===== src/rtl/share_arb_pkg.sv =====
package share_arb_pkg;
  typedef enum logic [1:0] {
    MODE_NORMAL   = 2'b00,
    MODE_GIVE     = 2'b01,
    MODE_GREEDY   = 2'b10,
    MODE_LEFTOVER = 2'b11
  } share_mode_e;
endpackage


===== src/rtl/slot_ring.sv =====
module slot_ring #(
  parameter int N = 8,
  localparam int IW = $clog2(N)
) (
  input  logic          clk,
  input  logic          rst,
  output logic [IW-1:0] cur
);
  logic [IW-1:0] cnt_q;

  always_ff @(posedge clk) begin
    if (rst) cnt_q <= '0;
    else     cnt_q <= cnt_q + IW'(1);
  end

  assign cur = cnt_q;
endmodule


===== src/rtl/slot_claims.sv =====
module slot_claims import share_arb_pkg::*; #(
  parameter int N = 8,
  localparam int IW = $clog2(N)
) (
  input  logic [N-1:0]   req,
  input  logic [2*N-1:0] mode,
  input  logic [IW-1:0]  owner,
  output logic [IW-1:0]  twin,
  output logic           own_win,
  output logic           twin_win,
  output logic           giver_win,
  output logic [N-1:0]   open_mask,
  output logic [N-1:0]   spare_mask
);
  localparam logic [IW-1:0] HALF = IW'(N / 2);

  share_mode_e md [N];
  share_mode_e own_md, twin_md;

  for (genvar g = 0; g < N; g++) begin : g_core
    assign md[g]         = share_mode_e'(mode[2*g +: 2]);
    assign open_mask[g]  = req[g] && (md[g] != MODE_LEFTOVER) && (IW'(g) != owner);
    assign spare_mask[g] = req[g] && (md[g] == MODE_LEFTOVER);
  end

  assign twin    = owner ^ HALF;
  assign own_md  = md[owner];
  assign twin_md = md[twin];

  assign own_win   = req[owner] && (own_md == MODE_NORMAL || own_md == MODE_GREEDY);
  assign twin_win  = req[twin] && (twin_md == MODE_GREEDY || own_md == MODE_GIVE);
  assign giver_win = req[owner] && (own_md == MODE_GIVE);
endmodule


===== src/rtl/rr_pick.sv =====
module rr_pick #(
  parameter int N = 8,
  localparam int IW = $clog2(N)
) (
  input  logic [N-1:0]  mask,
  input  logic [IW-1:0] start,
  output logic          hit,
  output logic [IW-1:0] idx
);
  always_comb begin
    logic [IW-1:0] pos;
    hit = 1'b0;
    idx = '0;
    for (int k = N - 1; k >= 0; k--) begin
      pos = start + IW'(k);
      if (mask[pos]) begin
        hit = 1'b1;
        idx = pos;
      end
    end
  end
endmodule


===== src/rtl/pair_slot_arbiter.sv =====
module pair_slot_arbiter import share_arb_pkg::*; #(
  parameter int N = 8,
  localparam int IW = $clog2(N)
) (
  input  logic           clk,
  input  logic           rst,
  input  logic [N-1:0]   req,
  input  logic [2*N-1:0] mode,
  output logic [N-1:0]   grant,
  output logic [IW-1:0]  slot_owner
);
  logic [IW-1:0] cur, twin, start, open_idx, spare_idx, win_idx;
  logic          own_win, twin_win, giver_win, open_hit, spare_hit, win_hit;
  logic [N-1:0]  open_mask, spare_mask, nxt_grant;

  slot_ring #(.N(N)) u_ring (.clk(clk), .rst(rst), .cur(cur));

  slot_claims #(.N(N)) u_claims (
    .req(req), .mode(mode), .owner(cur), .twin(twin),
    .own_win(own_win), .twin_win(twin_win), .giver_win(giver_win),
    .open_mask(open_mask), .spare_mask(spare_mask)
  );

  assign start = cur + IW'(1);

  rr_pick #(.N(N)) u_open  (.mask(open_mask),  .start(start), .hit(open_hit),  .idx(open_idx));
  rr_pick #(.N(N)) u_spare (.mask(spare_mask), .start(start), .hit(spare_hit), .idx(spare_idx));

  always_comb begin
    win_hit = 1'b1;
    if (own_win)        win_idx = cur;
    else if (twin_win)  win_idx = twin;
    else if (open_hit)  win_idx = open_idx;
    else if (spare_hit) win_idx = spare_idx;
    else if (giver_win) win_idx = cur;
    else begin
      win_hit = 1'b0;
      win_idx = '0;
    end
    nxt_grant = '0;
    if (win_hit) nxt_grant[win_idx] = 1'b1;
  end

  always_ff @(posedge clk) begin
    if (rst) begin
      grant      <= '0;
      slot_owner <= '0;
    end else begin
      grant      <= nxt_grant;
      slot_owner <= cur;
    end
  end

  AST_GRANT_ONEHOT: assert property (@(posedge clk) disable iff (rst)
    $onehot0(grant));
  AST_IDLE_NO_GRANT: assert property (@(posedge clk) disable iff (rst)
    (req == '0) |=> (grant == '0));
  AST_OWNER_KEEPS: assert property (@(posedge clk) disable iff (rst)
    own_win |=> grant[$past(cur)]);
  AST_GREEDY_TWIN: assert property (@(posedge clk) disable iff (rst)
    (!own_win && req[twin] && mode[2*twin +: 2] == 2'b10) |=> grant[$past(twin)]);
  AST_GIVER_LAST: assert property (@(posedge clk) disable iff (rst)
    (giver_win && !twin_win && !open_hit && !spare_hit) |=> grant[$past(cur)]);
  AST_SLOT_WRAP: assert property (@(posedge clk) disable iff (rst)
    (slot_owner == IW'(N - 1)) |=> (slot_owner == '0));
endmodule


===== config.mk =====
export PLATFORM = sky130hd
export DESIGN_NAME = pair_slot_arbiter
export DESIGN_NICKNAME = d
export VERILOG_FILES = /design/src/rtl/share_arb_pkg.sv /design/src/rtl/slot_ring.sv /design/src/rtl/slot_claims.sv /design/src/rtl/rr_pick.sv /design/src/rtl/pair_slot_arbiter.sv
export SDC_FILE = /design/constraint.sdc
export NUM_CORES = 1
export LEC_CHECK = 0
export BUFFER_PORTS_ARGS = -buffer_cell sky130_fd_sc_hd__buf_2
export CAP_MARGIN = 10
export CORE_MARGIN = 1.5
export CORE_UTILIZATION = 45
export CTS_BUF_LIST = sky130_fd_sc_hd__clkbuf_4 sky130_fd_sc_hd__clkbuf_8
export DETAILED_ROUTE_END_ITERATION = 8
export PLACE_DENSITY = 0.68
export SYNTH_ARGS = -nofsm -noshare
export SYNTH_HDL_FRONTEND = slang
export SYNTH_HIERARCHICAL = 1
export SYNTH_SLANG_ARGS = --single-unit

===== constraint.sdc =====
create_clock -name clk -period 4.2 [get_ports clk]
set_clock_uncertainty 0.2 [all_clocks]
set_input_delay 0.42 -clock clk [delete_from_list [all_inputs] [get_ports clk]]
set_output_delay 0.42 -clock clk [all_outputs]
set_load 0.02 [all_outputs]

==> impl_results.md <==
- Leading area contributor after synthesis: mux4_1
- Gate power share: between 70% and 80%
- # IOs: 37
- Global-route usage over all layers: between 20% and 30%
- Vias: 2562
- Period utilisation layout: between 90% and 100%
- Number of synthesized register bits: 14
- R2R setup slack: between 200 and 250 ps
- Status: finished, final reports clean
- Synth Flop Type: dfxtp_1
- Slew headroom: 59.7%
- Final design area excluding fillers: around 2900 sq um
- Data arrival time of the critical path: 3910 ps
- Pre-CTS setup slack: around 360 ps
- Most frequent cells in the layout: 36 x buf_2, 32 x nand2_1, 20 x a21oi_1
- Clk slew on worst S/H paths: about 50 ps
- Largest net degree at the start of global routing: 21
- Internal: approximately 520 uW
- P_sw: 438 uW
- Worst Hold End: u_ring/cur[0]
- Share of layout cells above drive strength 1: a little over a quarter
- Clock Power Share: around 11%
- Mapped Avg Cell Area: 8.86 sq um
- Die Y: ~80 um
- Bufs on Longest Clock Path: 2
- Switch share: between 40% and 50%
- Crit path cell chain: inv_2 -> o311a_1 -> mux4_1 -> nor4_1 -> nand4_1 -> a21oi_1 -> a221oi_2 -> o31a_1 -> nor3_1
- Reg2reg path depth: 9
- Post-Synthesis Cells: 296
- Nets@finish: approximately 360
- Hold/Removal Path Class: input port to register
- Vias in the first global route: about 2.4k
- TritonCTS Buffers: 3
- Root buffer cell: clkbuf_8
- Max frequency: 0.253 GHz
- # rows: 27
- Register area share after synthesis: 10.7%
- Number of buffers added on ports: 36
- Clock sinks: 14
- Commonest non-fill, non-tap cell in the layout: buf_2
- Synth Warn #: 6
- Post-CTS Setup Bufs: 0
- Final Worst Setup Slack: between 200 and 250 ps
- Core area: approximately 5600 sq um
- Max-slew violation count: 0
- Crit start category: register
- Area Growth Syn to Fin: 10.5%
- Die footprint: between 6000 and 7000 sq um
- RSZ-0062 raised after global routing: no
- First-pass GRT wire length: between 10000 and 15000 um
- Drt wl/cell: 16.5 um
- Slew @ Worst Pin: just over 600 ps
- Vias per std cell: ~6.4
- Initial antenna violation count: 0
- ANT cells: 0
- CTS resizes: 0
- Asr flop ratio synth: 0%
- WS Path Type: register to register
- Crit path max fanout: 11
- CP Capture Type: register
- PwrDens: around 330 nW/um^2
- Final setup vio count: 0
- Post-Syn Area: 2620 sq um
- Max cap viols: 0
- Syn Nets: 328
- HPWL after DPL: 5240 um
- Final min period: 3960 ps
- Number of fill cells: 513
- WL final: approximately 6600 um
- Library cells used by synthesis: 56
- Hold Slack: between 200 and 250 ps
- Final Hold Vio Count: 0
- Crit-path max cell delay: ~680 ps
- DIE WIDTH: approximately 80 um
- Area contributors post-synth: mux4_1 13%, mux4_2 11%, dfxtp_1 11%, nand2_1 4.6%, a21oi_1 3.8%
- Reg-to-reg endpoint: grant[1]
- Peak supply drop: around 0.21 mV
- Clk Latency, worst-skew pair: around 250 ps
- Leak pwr: between 1 and 1.5 nW
- Post-synth EDFFs: 0
- H-tree depth: 1
- DRT Pass-1 Iters: 4
- Hold Crit Depth: 2
- CTS Hold Bufs: 0
- Final RePlAce weighted congestion: ~0.94
- CTS tree: done
- Reg2reg start: u_ring/cur[2]
- Worst path required time: roughly 4200 ps
- GRT Residual Overflow: 0
- Total negative slack: 0 ps
- Initial DRC count: ~160
- Initial Utilization: approximately 47%
- Part of the power in registers: roughly 17%
- DRC errors left: 0
- Min-Delay Startpoint: rst
- CP max-delay cell: dfxtp_1
- Area post-placement: around 2900 sq um
- Post-DRT Antenna Nets: 0
- Yosys top cell area share: about an eighth
==> sequential cells by signal, indices dropped and copies added, names as in the netlist <==
name        count
grant           8
slot_owner      3
u_ring/cur      3
==> synthesized netlist by cell type (all sizes together) (3+ instances only) <==
cell type	count
nand2	32
mux4	26
a21oi	20
inv	18
nor2	18
buf	14
dfxtp	14
nor3	13
mux2	12
a31oi	10
and3	10
mux2i	10
nor2b	9
o21ai	8
and2	6
ha	6
o22ai	5
xor2	5
a221oi	4
clkbuf	4
nand2b	4
o311a	4
o31ai	4
a211oi	3
o221ai	3
xnor2	3
==> layer usage <==
metal | routed length (um) | track usage, % | vias to the layer above
met3 | 400 | 2.76 | 11
met1 | 3040 | 31.6 | 1227
met5 | 0 | 0 | -
li1 | - | - | 1228
met4 | 83 | 4.91 | 0
met2 | 3060 | 36.9 | 96
==> final cells by class <==
type | count | area (sq um) | area share (%)
multi-input combinational | 246 | 2160 | 74.7
timing repair buffer | 46 | 255 | 8.80
clock buffer | 3 | 41.3 | 1.42
tap | 72 | 90.1 | 3.11
inverter | 18 | 67.6 | 2.33
sequential | 14 | 280 | 9.67
==> worst max-delay path: cells and delay by family (launching register included) <==
kind	cells	cell delay (ps)
flops	1	680
mux	1	600
compound gates	4	1160
simple gates	3	1000
buf+inv	1	220
==> how the worst max path moves through the flow <==
stage                  start  endpoint  slack, ps  cells past startpoint
2_1_floorplan  u_ring/cur[0]  grant[0]        280                     15
3_3_place_gp   u_ring/cur[2]  grant[1]        390                      9
3_5_place_dp   u_ring/cur[0]  grant[1]        360                     12
4_1_cts        u_ring/cur[2]  grant[1]        350                      9
5_1_grt        u_ring/cur[0]  grant[3]         10                     13
6_report       u_ring/cur[2]  grant[1]        240                      9
==> through the flow <==
| stage | utilization, % | std cells | power, mW |
|---|---|---|---|
| 3_5_place_dp | 51.3 | 396 | 0.849 |
| 3_3_place_gp | 51.3 | 396 | 0.840 |
| 2_1_floorplan | - | 296 | 0.714 |
| 4_1_cts | 52.0 | 399 | 0.959 |
| 6_report | 52.0 | 399 | 0.959 |
| 5_1_grt | 52.0 | 399 | 1.04 |
==> power groups by stage <==
| stage | Clock (mW) | Sequential [mW] | Combinational (mW) |
|---|---|---|---|
| global route | 0.117 | 0.162 | 0.762 |
| global placement | 0 | 0.163 | 0.677 |
| finish | 0.107 | 0.160 | 0.691 |
| CTS | 0.111 | 0.161 | 0.688 |
| floorplan | 0 | 0.186 | 0.528 |
| detailed placement | 0 | 0.163 | 0.686 |
==> cell families after synthesis <==
| group | share of synthesized area (%) |
|---|---|
| buffers and inverters | 7.53 |
| xor gates and xnor gates | 2.67 |
| AOI/OAI and AO/OA | 23.0 |
| adders and majority gates | 2.86 |
| DFF | 10.7 |
| and+or+nand+nor | 19.8 |
| muxes | 33.4 |
Power figures use the tool's default switching activity.
